<file path="config.mk">
export PLATFORM = sky130hd
export DESIGN_NAME = ldpc_cnu_oms
export DESIGN_NICKNAME = d
export VERILOG_FILES = /design/src/rtl/ldpc_cnu_oms.sv
export SDC_FILE = /design/constraint.sdc
export NUM_CORES = 1
export LEC_CHECK = 0
export BUFFER_PORTS_ARGS = -buffer_cell sky130_fd_sc_hd__buf_2
export CAP_MARGIN = 10
export CELL_PAD_IN_SITES_DETAIL_PLACEMENT = 1
export CELL_PAD_IN_SITES_GLOBAL_PLACEMENT = 2
export CORE_MARGIN = 3
export CORE_UTILIZATION = 37
export DETAILED_ROUTE_END_ITERATION = 12
export PLACE_DENSITY = 0.85
export SYNTH_ARGS = -nofsm -noshare
export SYNTH_HDL_FRONTEND = slang
export SYNTH_SLANG_ARGS = --single-unit
</file>
<file path="constraint.sdc">
create_clock -name clk -period 4.24 [get_ports clk]
set_input_delay 0.636 -clock clk [delete_from_list [all_inputs] [get_ports clk]]
set_output_delay 0.636 -clock clk [all_outputs]
set_load 0.03 [all_outputs]
</file>
<file path="src/rtl/ldpc_cnu_oms.sv">
module ldpc_cnu_oms #(
  parameter int MAX_DEG = 8,
  parameter int MW = 6
) (
  input  logic          clk,
  input  logic          rst_n,
  input  logic [1:0]    mode,
  input  logic          in_valid,
  input  logic          in_first,
  input  logic          in_last,
  input  logic [MW-1:0] in_msg,
  output logic          out_valid,
  output logic          out_last,
  output logic [MW-1:0] out_msg
);
  localparam int PW = (MAX_DEG > 1) ? $clog2(MAX_DEG) : 1;
  localparam int CW = $clog2(MAX_DEG + 1);
  localparam logic [MW-2:0] MAXMAG = '1;
  localparam logic [MW-1:0] NEGMAX = {1'b1, {(MW-1){1'b0}}};

  logic               emitting;
  logic [CW-1:0]      cnt, deg;
  logic [PW-1:0]      ptr, idx1;
  logic [MW-2:0]      min1, min2, off;
  logic               par;
  logic [MAX_DEG-1:0] signs;

  function automatic logic [MW-2:0] rate_off(input logic [1:0] m);
    case (m)
      2'd0:    return (MW-1)'(2);
      2'd1:    return (MW-1)'(3);
      2'd2:    return (MW-1)'(4);
      default: return '0;
    endcase
  endfunction

  wire take = in_valid && !emitting;
  wire [CW-1:0] base = in_first ? '0 : cnt;
  wire room = base < CW'(MAX_DEG);
  wire [PW-1:0] slot = base[PW-1:0];
  wire [MW-2:0] b1 = in_first ? MAXMAG : min1;
  wire [MW-2:0] b2 = in_first ? MAXMAG : min2;
  wire bpar = in_first ? 1'b0 : par;
  wire in_neg = in_msg[MW-1];
  wire [MW-1:0] negated = -in_msg;
  wire [MW-2:0] in_mag = !in_neg ? in_msg[MW-2:0] :
                         (in_msg == NEGMAX) ? MAXMAG : negated[MW-2:0];

  always_ff @(posedge clk) begin
    if (!rst_n) begin
      emitting <= 1'b0;
      cnt <= '0;
      deg <= '0;
      ptr <= '0;
      idx1 <= '0;
      min1 <= MAXMAG;
      min2 <= MAXMAG;
      off <= '0;
      par <= 1'b0;
      signs <= '0;
    end else if (take) begin
      if (in_first) off <= rate_off(mode);
      if (room) begin
        signs[slot] <= in_neg;
        par <= bpar ^ in_neg;
        if (in_mag < b1) begin
          min1 <= in_mag;
          min2 <= b1;
          idx1 <= slot;
        end else begin
          min1 <= b1;
          min2 <= (in_mag < b2) ? in_mag : b2;
        end
        cnt <= base + CW'(1);
      end
      if (in_last) begin
        emitting <= 1'b1;
        ptr <= '0;
        deg <= room ? base + CW'(1) : base;
      end
    end else if (emitting) begin
      if (CW'(ptr) == deg - CW'(1)) begin
        emitting <= 1'b0;
        cnt <= '0;
        min1 <= MAXMAG;
        min2 <= MAXMAG;
        par <= 1'b0;
      end else begin
        ptr <= ptr + PW'(1);
      end
    end
  end

  wire [MW-2:0] pick = (ptr == idx1) ? min2 : min1;
  wire [MW-2:0] mag = (pick > off) ? pick - off : '0;
  wire osgn = par ^ signs[ptr];

  assign out_valid = emitting;
  assign out_last = emitting && (CW'(ptr) == deg - CW'(1));
  assign out_msg = osgn ? -{1'b0, mag} : {1'b0, mag};


  no_negmax_chk: assert property (@(posedge clk) disable iff (!rst_n)
    out_valid |-> out_msg != NEGMAX);

  last_drop_chk: assert property (@(posedge clk) disable iff (!rst_n)
    out_last |=> !out_valid);

  start_emit_chk: assert property (@(posedge clk) disable iff (!rst_n)
    (in_valid && in_last && !out_valid) |=> out_valid);

  burst_chk: assert property (@(posedge clk) disable iff (!rst_n)
    (out_valid && !out_last) |=> out_valid);

  off_hold_chk: assert property (@(posedge clk) disable iff (!rst_n)
    out_valid |=> $stable(off));

  min_order_chk: assert property (@(posedge clk) disable iff (!rst_n)
    min1 <= min2);
endmodule

</file>
==> results of run 1 <==
flip-flops by register name, indices dropped and copies added, names as in the netlist:
signal and count:
cnt 4, deg 4, idx1 3, min1 5, min2 5, off 3, out_valid 1, par 1
ptr 3, signs 8
layer usage:
layer,vias to the layer above,track usage [%],share of wire [%]
met5,-,0,0
met4,0,4.09,0.91
met3,6,3.69,3.1
met2,29,30.3,48
met1,1180,24.0,48
li1,1249,-,-
worst max-delay path: cells and delay by family (launching register included):
kind / cells / cell delay [ps]
xor+xnor: 2 / 350
fa+ha+maj: 2 / 460
flops: 1 / 380
simple gates: 3 / 580
compound gates: 6 / 1030
buf+inv: 2 / 210
cells in the final DEF, fill, tap and decap left out, drive strengths merged, types with 3 or more instances in the layout:
cell	instances
mux2i	16
and3	6
nor3	10
a31oi	4
a21boi	5
nor3b	4
o21ai	15
a21oi	14
nor2b	25
nand3	3
clkbuf	5
xor2	11
nand4	6
o221a	3
xnor2	9
o21a	7
o211ai	5
inv	21
buf	27
or2	5
a211oi	4
o32a	3
nand3b	3
and2	3
o31ai	3
dfxtp	37
ha	17
nor2	24
nand2	20
kinds of logic (layout without fill, tap and decap cells):
| family | after synthesis | after routing | share of synthesized area (%) |
|---|---|---|---|
| AOI/OAI and AO/OA | 89 | 89 | 23.9 |
| buffers and inverters | 35 | 55 | 4.98 |
| and+or+nand+nor | 114 | 114 | 22.1 |
| DFF | 37 | 37 | 25.9 |
| muxes | 18 | 18 | 7.60 |
| xor gates and xnor gates | 21 | 21 | 7.43 |
| adders and majority gates | 18 | 18 | 8.13 |
metrics by stage:
| step | hold slack [ps] | cell area (sq um) | std cells | util, % | total power, mW |
|---|---|---|---|---|---|
| 2_1_floorplan | 455 | 2860 | 332 | - | 0.591 |
| 3_3_place_gp | 480 | 3040 | 438 | 41.2 | 0.658 |
| 3_5_place_dp | 500 | 3040 | 438 | 41.2 | 0.665 |
| 4_1_cts | 511 | 3140 | 446 | 42.5 | 0.925 |
| 5_1_grt | 534 | 3180 | 451 | 43.2 | 0.984 |
| 6_report | 511 | 3180 | 451 | 43.2 | 0.923 |
what timing repair did:
item / CTS / global route
pin swaps: 1 / 5
setup buffers: 0 / 5
setup endpoints to repair: 1 / 1
hold buffers: 0 / 0
resized for setup: 2 / 7
path summary, 6_finish.rpt:
| check | startpoint | endpoint | slack [ps] | cells after the start |
|---|---|---|---|---|
| max reg2reg | min1[3]$_SDFFE_PN1P_ | min2[2]$_SDFFE_PN1P_ | 1670 | 7 |
| min reg2reg | min1[2]$_SDFFE_PN1P_ | min1[2]$_SDFFE_PN1P_ | 510 | 2 |
| min | min1[2]$_SDFFE_PN1P_ | min1[2]$_SDFFE_PN1P_ | 510 | 2 |
| max | ptr[2]$_SDFFE_PN0P_ | out_msg[4] | 290 | 15 |
cell type report:
cell class                 instances  area share [%]
tap                               99            3.89
multi-input combinational        260            62.7
clock buffer                       5            2.16
clock inverter                     3           0.668
inverter                          20            2.36
sequential                        37            23.4
timing repair buffer              27            4.87
power by group through the flow:
stage,combinational [mW],sequential (mW),clock (mW)
after floorplan,0.211,0.380,0
after global placement,0.274,0.384,0
after detailed placement,0.281,0.385,0
after CTS,0.284,0.376,0.265
after global routing,0.323,0.378,0.282
final,0.292,0.376,0.255
==> flow_summary.rst, run 1 <==
.. list-table::
   :header-rows: 1

   * - Metric
     - Value
   * - Share of the clock period used by the worst path after layout
     - 93.1%
   * - WL final
     - about 7400 microns
   * - Post-route antenna net violation count
     - 0
   * - CTS tree
     - yes
   * - Worst voltage drop across the vdd grid
     - 160 uV
   * - Total area of multi-input combinational cells
     - ~2000 sq um
   * - Register clock-pin slew on the reported worst setup and hold paths
     - 80 ps
   * - Initial antenna violation count
     - 0
   * - Total die area
     - ~9000 sq um
   * - Maximum number of pins on one net before global-route repair
     - 36
   * - Overall track demand over capacity in global routing
     - 18.1%
   * - Crit path capture type
     - output pin
   * - Core area
     - roughly 7400 sq um
   * - Worst slack, placed
     - 171 ps
   * - Count of synthesis-stage warnings from yosys
     - 0
   * - DRT Pass-1 Iters
     - 4
   * - Proportion of netlist area held by the largest area contributor
     - 25.9%
   * - Flop pwr share
     - 40.7%
   * - Mean cell area of the mapped netlist
     - 8.63 sq um
   * - Worst slew pin tran
     - 782 ps
   * - Kind of path behind the tightest hold check
     - register to register
   * - CTS buffer count
     - 5
   * - Count of boundary I/O pins
     - 21
   * - Time the final worst path needs with I/O delays and setup
     - 3950 ps
   * - Sequential cell area
     - 744 sq um
   * - Number of maximum-capacitance constraint violations
     - 0
   * - Total via count after detailed routing
     - 2464
   * - Final nets
     - 382
   * - Estimated wirelength of the detail-placed design
     - 5710 microns
   * - Largest fanout of any net on the critical path
     - 7
   * - Fillcell total
     - 900
   * - Final-report max-slew violation count
     - 0
   * - Number of cell rows
     - 31
   * - Combinational group share of total power
     - about a third
   * - Max Root-Sink Buffers
     - 2
   * - Starting density of the core
     - 38.9%
   * - Number of distinct library cells after synthesis
     - 73
   * - Die span in y
     - roughly 94 microns
   * - Final hold violation count
     - 0
   * - Portion of the post-synthesis area used by sequential elements
     - between 20% and 30%
   * - Clock latency of the later-clocked register in the worst-skew pair
     - 300 ps
   * - Most instantiated flip-flop cell in the synthesis netlist
     - sky130_fd_sc_hd__dfxtp_1
   * - Cell with the largest stage delay on the worst path
     - sky130_fd_sc_hd__dfxtp_4
   * - Net Sw Frac
     - between 30 and 40%
   * - Setup violation total in the final timing report
     - 0
   * - P&R area growth vs syn
     - 11.1%
   * - Top cells by area, synth
     - sky130_fd_sc_hd__dfxtp_1 (26%), sky130_fd_sc_hd__ha_1 (7.4%), sky130_fd_sc_hd__nor2b_1 (5.5%)
   * - Top cells by instance count after synthesis
     - sky130_fd_sc_hd__dfxtp_1 (37), sky130_fd_sc_hd__nor2b_1 (25), sky130_fd_sc_hd__nor2_1 (24)
   * - Leakage dissipation
     - 1.32 nW
   * - Routability cong.
     - approximately 0.78
   * - Global-route wire length before repair
     - 12600 microns
   * - Req. time, crit path
     - roughly 3600 ps
   * - Max-slew headroom at the worst pin
     - 47.5%
   * - Number of buffers added on ports
     - 20
   * - Data arrival at the endpoint of the critical path
     - 3310 ps
   * - Post-route DRC
     - 0
   * - Number of sinks on the clock net
     - 37
   * - Cell Pwr Density
     - 290 nW/um^2
   * - Share of power burned in the clock network
     - ~28%
   * - Congestion Overflow GR
     - 0
   * - Routed via count divided by cell count
     - 5.46
   * - Crit-path max cell delay
     - 380 ps
   * - Via count of the first global-routing pass
     - 2531
   * - Count leader, synth
     - sky130_fd_sc_hd__dfxtp_1
   * - Switch Pwr
     - 0.334 mW
   * - Number of nets in the synthesized netlist
     - 363
   * - Critical path type
     - register to output pin
   * - Critical Path Source Type
     - register
   * - H-tree depth
     - 2
   * - Fraction of layout instances using a drive strength above 1
     - 16.8%
   * - CP Cell Sequence
     - xor2_1, nor3_4, nand2_1, o21ai_1, ha_1, a21oi_2, a21oi_1, a21oi_2, or2_1, ha_1, inv_1, a211o_1, o31ai_2, xor2_1, buf_4
   * - Internal power
     - 0.588 mW
   * - Number of enable flip-flop cells after synthesis
     - 0
   * - Async set-reset flop share out of synthesis
     - 0%
   * - Sum of negative setup slack
     - 0 ps
   * - Number of DRC violations after detailed-routing iteration 0
     - between 60 and 70
   * - Post-route clock skew
     - 4.11 ps
   * - Antenna Cells
     - 0
   * - Maximum frequency from static timing analysis
     - 253 MHz
   * - Master cell of the clock root buffer
     - sky130_fd_sc_hd__clkbuf_8
   * - Result of the run
     - complete, no violations
   * - Number of flip-flops and latches in the synthesized netlist
     - 37
   * - Dominant cell type by area after synthesis
     - sky130_fd_sc_hd__dfxtp_1
   * - Post-DR wirelength/cell
     - 16.5 microns
   * - Final worst setup slack
     - 294 ps
   * - Synthesized area
     - approximately 2900 sq um
   * - Die Width
     - 94.0 microns
   * - Number of cells produced by synthesis
     - approximately 330
(Power assumes the default switching activity.)
==> inputs of run 2 (changes only) <==
Settings changed: CORE_MARGIN 3 to 1, REMOVE_ABC_BUFFERS set to 1.
==> flow_summary.rst, run 2 (synthesis gave the netlist of run 1 again) <==
.. list-table::
   :header-rows: 1

   * - Metric
     - Value
   * - Result of the run
     - complete, no violations (unchanged)
   * - Via count of the first global-routing pass
     - 2572 (was 2531)
   * - Final-report max-slew violation count
     - 0 (unchanged)
   * - Number of flip-flops in the largest register
     - 8 (unchanged)
   * - Setup violation total in the final timing report
     - 0 (unchanged)
   * - CTS buffer count
     - 5 (unchanged)
   * - Hold Worst Slack
     - 507 ps (was 511 ps)
   * - Hold-fix buffers, CTS
     - 0 (unchanged)
   * - CTS tree
     - yes (unchanged)
   * - Number of buffers added on ports
     - 20 (unchanged)
   * - Number of maximum-capacitance constraint violations
     - 0 (unchanged)
   * - Starting density of the core
     - 38.9% (unchanged)
   * - DP Area
     - 3040 sq um (about the same)
   * - Non-filler instance count after layout
     - 454 (was 451)
   * - Post-route antenna net violation count
     - 0 (unchanged)
   * - Largest fanout of any net on the critical path
     - 7 (unchanged)
   * - Final design area excluding fillers
     - 3220 sq um (was 3180 sq um)
   * - Post-route DRC
     - 0 (unchanged)
   * - Global route hottest layer
     - met2 (unchanged)
   * - Share of the clock period used by the worst path after layout
     - 95.3% (was 93.1%)
   * - Max Root-Sink Buffers
     - 2 (unchanged)
   * - Initial antenna violation count
     - 0 (unchanged)
   * - Time the final worst path needs with I/O delays and setup
     - 4040 ps (was 3950 ps)
   * - Cell Pwr Density
     - 296 nW/um^2 (was 290 nW/um^2)
   * - Number of DRC violations after detailed-routing iteration 0
     - 68 (was 64)
   * - Congestion Overflow GR
     - 0 (unchanged)
   * - Number of sinks on the clock net
     - 37 (unchanged)
   * - Fillcell total
     - 884 (was 900)
   * - Master cell of the clock root buffer
     - sky130_fd_sc_hd__clkbuf_8 (unchanged)
   * - Req. time, crit path
     - 3600 ps (about the same)
   * - Leading cell types in the layout, fill and taps excluded
     - sky130_fd_sc_hd__dfxtp_1 (36), sky130_fd_sc_hd__nor2b_1 (25), sky130_fd_sc_hd__nor2_1 (24) (unchanged)
   * - Antenna Cells
     - 0 (unchanged)
   * - Total die area
     - 8100 sq um (was 8830 sq um)
   * - Routability cong.
     - 0.767 (was 0.785)
   * - Critical path type
     - register to output pin (unchanged)
   * - P&R area growth vs syn
     - 12.6% (was 11.1%)
   * - Count of boundary I/O pins
     - 21 (unchanged)
   * - H-tree depth
     - 2 (unchanged)
   * - Leakage dissipation
     - 1.34 nW (was 1.32 nW)
   * - Number of cell rows
     - 31 (unchanged)
   * - Clock latency of the later-clocked register in the worst-skew pair
     - 300 ps (about the same)
   * - Post-DR wirelength/cell
     - 17.0 microns (was 16.5 microns)
   * - Most common cell after layout, fill and taps aside
     - sky130_fd_sc_hd__dfxtp_1 (unchanged)
   * - Die span in y
     - 90.0 microns (was 94.0 microns)
   * - Register clock-pin slew on the reported worst setup and hold paths
     - 80 ps (about the same)
   * - Max-slew headroom at the worst pin
     - 47.0% (was 47.5%)
   * - Core area
     - 7370 sq um (unchanged)
   * - Die Width
     - 90.0 microns (was 94.0 microns)
   * - M1 GR Usage
     - 24.3% (was 24.0%)
   * - Critical Path Source Type
     - register (unchanged)
   * - Global routing met2 resource utilization
     - 36.0% (was 30.3%)
   * - Worst voltage drop across the vdd grid
     - 148 uV (was 160 uV)
   * - Total via count after detailed routing
     - 2504 (was 2464)
   * - Met3 routing resource usage after global routing
     - 3.89% (was 3.69%)
   * - Worst slew pin tran
     - 790 ps (was 782 ps)
   * - Kind of path behind the tightest hold check
     - register to register (unchanged)
   * - Placed insts
     - 439 (was 438)
   * - Routed via count divided by cell count
     - 5.52 (was 5.46)
   * - Final hold violation count
     - 0 (unchanged)
   * - Overall track demand over capacity in global routing
     - 19.8% (was 18.1%)
   * - Fraction of layout instances using a drive strength above 1
     - 18.0% (was 16.8%)
   * - Register with the highest flop count
     - signs (unchanged)
   * - Maximum number of pins on one net before global-route repair
     - 36 (unchanged)
   * - WL final
     - 7720 microns (was 7450 microns)
   * - Post-route clock skew
     - 5.11 ps (was 4.11 ps)
   * - Global-route wire length before repair
     - 12800 microns (was 12600 microns)
   * - Data arrival at the endpoint of the critical path
     - 3400 ps (was 3310 ps)
   * - Maximum frequency from static timing analysis
     - 248 MHz (was 253 MHz)
   * - Final nets
     - 385 (was 382)
   * - DRT Pass-1 Iters
     - 4 (unchanged)
   * - Leading registers by flop count
     - signs x8, min1 x5, min2 x5 (unchanged)
   * - Estimated wirelength of the detail-placed design
     - 5740 microns (was 5710 microns)
   * - Crit path capture type
     - output pin (unchanged)
   * - Total power after layout
     - 0.955 mW (was 0.923 mW)
==> run 2: cell count changes in the layout (fill, tap and decap cells not counted), sizes merged <==
cell / change
clkbuf: +2
inv: -1
clkinvlp: -1
buf: +3
==> run 2: report_power, final <==
part / internal, mW / total, mW / switching (mW)
sequential: 0.361 / 0.377 / 0.0163
clock: 0.147 / 0.284 / 0.137
combinational: 0.112 / 0.294 / 0.182
==> run 2: path summary, 6_finish.rpt <==
kind                        startpoint              endpoint  slack [ps]  depth (start not counted)
setup / recovery  idx1[2]$_SDFFE_PN0P_            out_msg[4]         200                         15
hold / removal    min1[2]$_SDFFE_PN1P_  min1[2]$_SDFFE_PN1P_         510                          2
setup reg to reg  min1[3]$_SDFFE_PN1P_  min2[2]$_SDFFE_PN1P_        1640                          7
hold reg to reg   min1[2]$_SDFFE_PN1P_  min1[2]$_SDFFE_PN1P_         510                          2
==> run 2: final cells by class <==
class                   instances  area (sq um)  area share, %
multi-input cells             260          2000           62.2
flip-flops and latches         37           742           23.0
clock buffers                   7          96.3           2.99
repair buffers                 30           178           5.51
inverters                      20          75.1           2.33
well taps                      99           124           3.84
clock inverters                 1          5.00          0.155
==> run 2: worst max-delay path: stages, from the launching register on <==
cell,delay [ps]
sky130_fd_sc_hd__dfxtp_1,340
sky130_fd_sc_hd__xor2_1,200
sky130_fd_sc_hd__nor3_4,310
sky130_fd_sc_hd__buf_4,170
sky130_fd_sc_hd__mux2i_1,70
sky130_fd_sc_hd__ha_2,350
sky130_fd_sc_hd__and3_1,190
sky130_fd_sc_hd__a21oi_1,70
sky130_fd_sc_hd__a21oi_2,210
sky130_fd_sc_hd__or2_1,180
sky130_fd_sc_hd__ha_1,170
sky130_fd_sc_hd__inv_1,50
sky130_fd_sc_hd__a211o_1,230
sky130_fd_sc_hd__o31ai_2,200
sky130_fd_sc_hd__xor2_1,180
sky130_fd_sc_hd__buf_4,180
==> run 2: repair_timing <==
action                                  4_1_cts  5_1_grt
endpoints found under the setup margin        1        1
gates cloned                                  0        0
pin swaps                                     0        3
setup buffers                                 0        7
resized for setup                             1        7
==> run 2: stage by stage <==
stage                     setup TNS [ps]  setup WS, ps  util [%]
after floorplan                        0           343         -
after global placement                 0           417      41.3
after detailed placement               0           276      41.3
after CTS                              0          35.8      42.8
after global routing               -46.7         -46.7      43.8
final                                  0           201      43.8
==> run 2: routing by layer <==
metal	share of wire, %	wire [microns]
met1	47	3630
met2	50	3870
met3	2.1	159
met4	0.74	57
met5	0	0
==> inputs of run 3 (changes only) <==
Clock period 4.24 ns to 4.55 ns, I/O delays scaled along.
==> flow_summary.rst, run 3 (synthesis gave the netlist of run 1 again) <==
.. list-table::
   :header-rows: 1

   * - Metric
     - Value
   * - Leading registers by flop count
     - signs x8, min1 x5, min2 x5 (unchanged)
   * - Final hold violation count
     - 0 (unchanged)
   * - Crit Reg-Reg Startpoint
     - min1[3]$_SDFFE_PN1P_ (unchanged)
   * - Number of cell rows
     - 31 (unchanged)
   * - Total power after layout
     - 0.913 mW (was 0.955 mW)
   * - Time the final worst path needs with I/O delays and setup
     - 4220 ps
   * - Maximum number of pins on one net before global-route repair
     - 36 (unchanged)
   * - Kind of path behind the tightest hold check
     - register to register (unchanged)
   * - Hold EP
     - min1[2]$_SDFFE_PN1P_ (unchanged)
   * - Total area of multi-input combinational cells
     - 1990 sq um (was 2000 sq um)
   * - Share of the clock period used by the worst path after layout
     - 92.8%
   * - Final-report max-slew violation count
     - 0 (unchanged)
   * - Critical path type
     - register to output pin (unchanged)
   * - Total die area
     - 8100 sq um (unchanged)
   * - Cell count of the worst hold path
     - 2 (unchanged)
   * - Critical R2R Capture
     - min2[2]$_SDFFE_PN1P_ (unchanged)
   * - Sum of negative setup slack
     - 0 ps (unchanged)
   * - WL final
     - 7490 microns (was 7720 microns)
   * - Number of maximum-capacitance constraint violations
     - 0 (unchanged)
   * - Worst voltage drop across the vdd grid
     - 161 uV (was 148 uV)
   * - Post-route DRC
     - 0 (unchanged)
   * - Count of boundary I/O pins
     - 21 (unchanged)
   * - Reg2Reg Setup Slack
     - 1950 ps (was 1640 ps)
   * - Register clock-pin slew on the reported worst setup and hold paths
     - 80 ps (about the same)
   * - Estimated wirelength of the detail-placed design
     - 5690 microns (was 5740 microns)
   * - Via count of the first global-routing pass
     - 2459 (was 2572)
   * - Leading cell types in the layout, fill and taps excluded
     - sky130_fd_sc_hd__dfxtp_1 (37), sky130_fd_sc_hd__nor2b_1 (25), sky130_fd_sc_hd__nor2_1 (24) (was sky130_fd_sc_hd__dfxtp_1 (36), sky130_fd_sc_hd__nor2b_1 (25), sky130_fd_sc_hd__nor2_1 (24))
   * - Core area
     - 7370 sq um (unchanged)
   * - Most common cell after layout, fill and taps aside
     - sky130_fd_sc_hd__dfxtp_1 (unchanged)
   * - Register with the highest flop count
     - signs (unchanged)
   * - Data arrival at the endpoint of the critical path
     - 3540 ps (was 3400 ps)
   * - Initial antenna violation count
     - 0 (unchanged)
   * - H-tree depth
     - 2 (unchanged)
   * - Number of sinks on the clock net
     - 37 (unchanged)
   * - Post-route antenna net violation count
     - 0 (unchanged)
   * - Total via count after detailed routing
     - 2480 (was 2504)
   * - Number of DRC violations after detailed-routing iteration 0
     - 79 (was 68)
   * - Post-route clock skew
     - 3.37 ps (was 5.11 ps)
   * - Setup repair after global routing missed its margin
     - false
   * - Sequential cell area
     - 741 sq um (was 742 sq um)
   * - Routability cong.
     - 0.763 (was 0.767)
   * - Global-route wire length before repair
     - 12400 microns (was 12800 microns)
   * - CP Cell Sequence
     - xor2_1, nor3_4, o21ai_0, ha_1, a21oi_1, a21oi_1, a21oi_2, or2_1, ha_1, inv_1, a211o_1, o31ai_2, xor2_1, buf_2 (was xor2_1, nor3_4, buf_4, mux2i_1, ha_2, and3_1, a21oi_1, a21oi_2, or2_1, ha_1, inv_1, a211o_1, o31ai_2, xor2_1, buf_4)
   * - Clock latency of the later-clocked register in the worst-skew pair
     - 300 ps (about the same)
   * - Critical Path Source Type
     - register (unchanged)
   * - CTS buffer count
     - 5 (unchanged)
   * - Cell with the largest stage delay on the worst path
     - sky130_fd_sc_hd__dfxtp_1 (was sky130_fd_sc_hd__ha_2)
   * - Number of flip-flops in the largest register
     - 8 (unchanged)
   * - Max-slew headroom at the worst pin
     - 46.8% (was 47.0%)
   * - Cell Pwr Density
     - 289 nW/um^2 (was 296 nW/um^2)
   * - Setup violation total in the final timing report
     - 0 (unchanged)
   * - WP depth
     - 14 (was 15)
   * - Die span in y
     - 90.0 microns (unchanged)
   * - Antenna Cells
     - 0 (unchanged)
   * - Overall track demand over capacity in global routing
     - 19.5% (was 19.8%)
   * - Worst slew pin tran
     - 793 ps (was 790 ps)
   * - Number of buffers added on ports
     - 20 (unchanged)
   * - Crit-path max cell delay
     - 490 ps (was 350 ps)
   * - Reg2Reg Depth
     - 7 (unchanged)
   * - Setup crit start
     - ptr[2]$_SDFFE_PN0P_ (was idx1[2]$_SDFFE_PN0P_)
   * - Buffer and inverter count on the worst path
     - 2 (was 3)
   * - Result of the run
     - complete, no violations (unchanged)
   * - Final nets
     - 377 (was 385)
   * - CTS tree
     - yes (unchanged)
   * - Congestion Overflow GR
     - 0 (unchanged)
   * - Routed via count divided by cell count
     - 5.56 (was 5.52)
   * - Final worst setup slack
     - 328 ps (was 201 ps)
   * - Largest fanout of any net on the critical path
     - 7 (unchanged)
   * - DRT Pass-1 Iters
     - 4 (unchanged)
   * - Master cell of the clock root buffer
     - sky130_fd_sc_hd__clkbuf_8 (unchanged)
   * - Top Family by Delay on Critical Path
     - compound AO/OA/AOI/OAI gates (unchanged)
   * - Post-DR wirelength/cell
     - 16.8 microns (was 17.0 microns)
   * - Req. time, crit path
     - 3870 ps (was 3600 ps)
   * - Hold Startpoint
     - min1[2]$_SDFFE_PN1P_ (unchanged)
   * - Die Width
     - 90.0 microns (unchanged)
   * - Number of gates given a new drive strength after cts
     - 0 (was 1)
   * - Maximum frequency from static timing analysis
     - around 240 MHz
   * - Starting density of the core
     - 38.9% (unchanged)
   * - Leakage dissipation
     - 1.30 nW (was 1.34 nW)
   * - P&R area growth vs syn
     - 10.4% (was 12.6%)
   * - Worst slack, placed
     - 416 ps (was 276 ps)
   * - Crit path capture type
     - output pin (unchanged)
   * - Max Root-Sink Buffers
     - 2 (unchanged)
   * - Hold-fix buffers, CTS
     - 0 (unchanged)
   * - Number of setup buffers added after CTS
     - 0 (unchanged)
   * - Fillcell total
     - 913 (was 884)
   * - Fraction of layout instances using a drive strength above 1
     - 14.7% (was 18.0%)
==> run 3: cell types whose count changed in the layout (fill, tap and decap cells not counted), sizes merged <==
cell,change
buf,-8
bufinv,+1
clkinv,-1
==> run 3: per-stage QoR <==
stage / std cells / instance area (sq um) / utilization [%] / hold WS [ps]
after floorplan: 317 / 2800 / - / 455
after global placement: 438 / 3040 / 41.2 / 487
after detailed placement: 438 / 3040 / 41.2 / 495
after CTS: 446 / 3150 / 42.8 / 507
after global routing: 446 / 3160 / 42.9 / 533
final: 446 / 3160 / 42.9 / 504
==> run 3: where the power goes <==
group          internal, mW  switching [mW]  total (mW)
clock network         0.179           0.123       0.302
registers             0.336          0.0149       0.351
logic                0.0964           0.165       0.261
total                 0.611           0.302       0.913
==> run 3: cell type report <==
type / instances / area share [%]
Sequential cell: 37 / 23.4
Clock inverter: 1 / 0.950
Inverter: 20 / 2.37
Tap cell: 99 / 3.92
Clock buffer: 7 / 2.73
Timing Repair Buffer: 22 / 3.64
Multi-Input combinational cell: 260 / 63.0
==> run 3: worst register-to-register path, delay by kind of cell (launching register included) <==
kind / cells / cell delay (ps)
and+or+nand+nor: 1 / 300
adders and majority gates: 1 / 300
AOI/OAI and AO/OA: 5 / 1500
DFF: 1 / 400
==> run 3: routing by layer <==
| metal | track usage, % | vias to the layer above | share of wire [%] |
|---|---|---|---|
| li1 | - | 1238 | - |
| met1 | 25.1 | 1212 | 47 |
| met2 | 33.7 | 23 | 49 |
| met3 | 2.71 | 7 | 1.9 |
| met4 | 6.59 | 0 | 1.2 |
| met5 | 0 | - | 0 |
==> run 3: worst max path at each step <==
stage	end	slack (ps)
2_1_floorplan	out_msg[4]	610
3_3_place_gp	out_msg[4]	570
3_5_place_dp	out_msg[4]	420
4_1_cts	out_msg[4]	90
5_1_grt	out_msg[4]	30
6_report	out_msg[4]	330
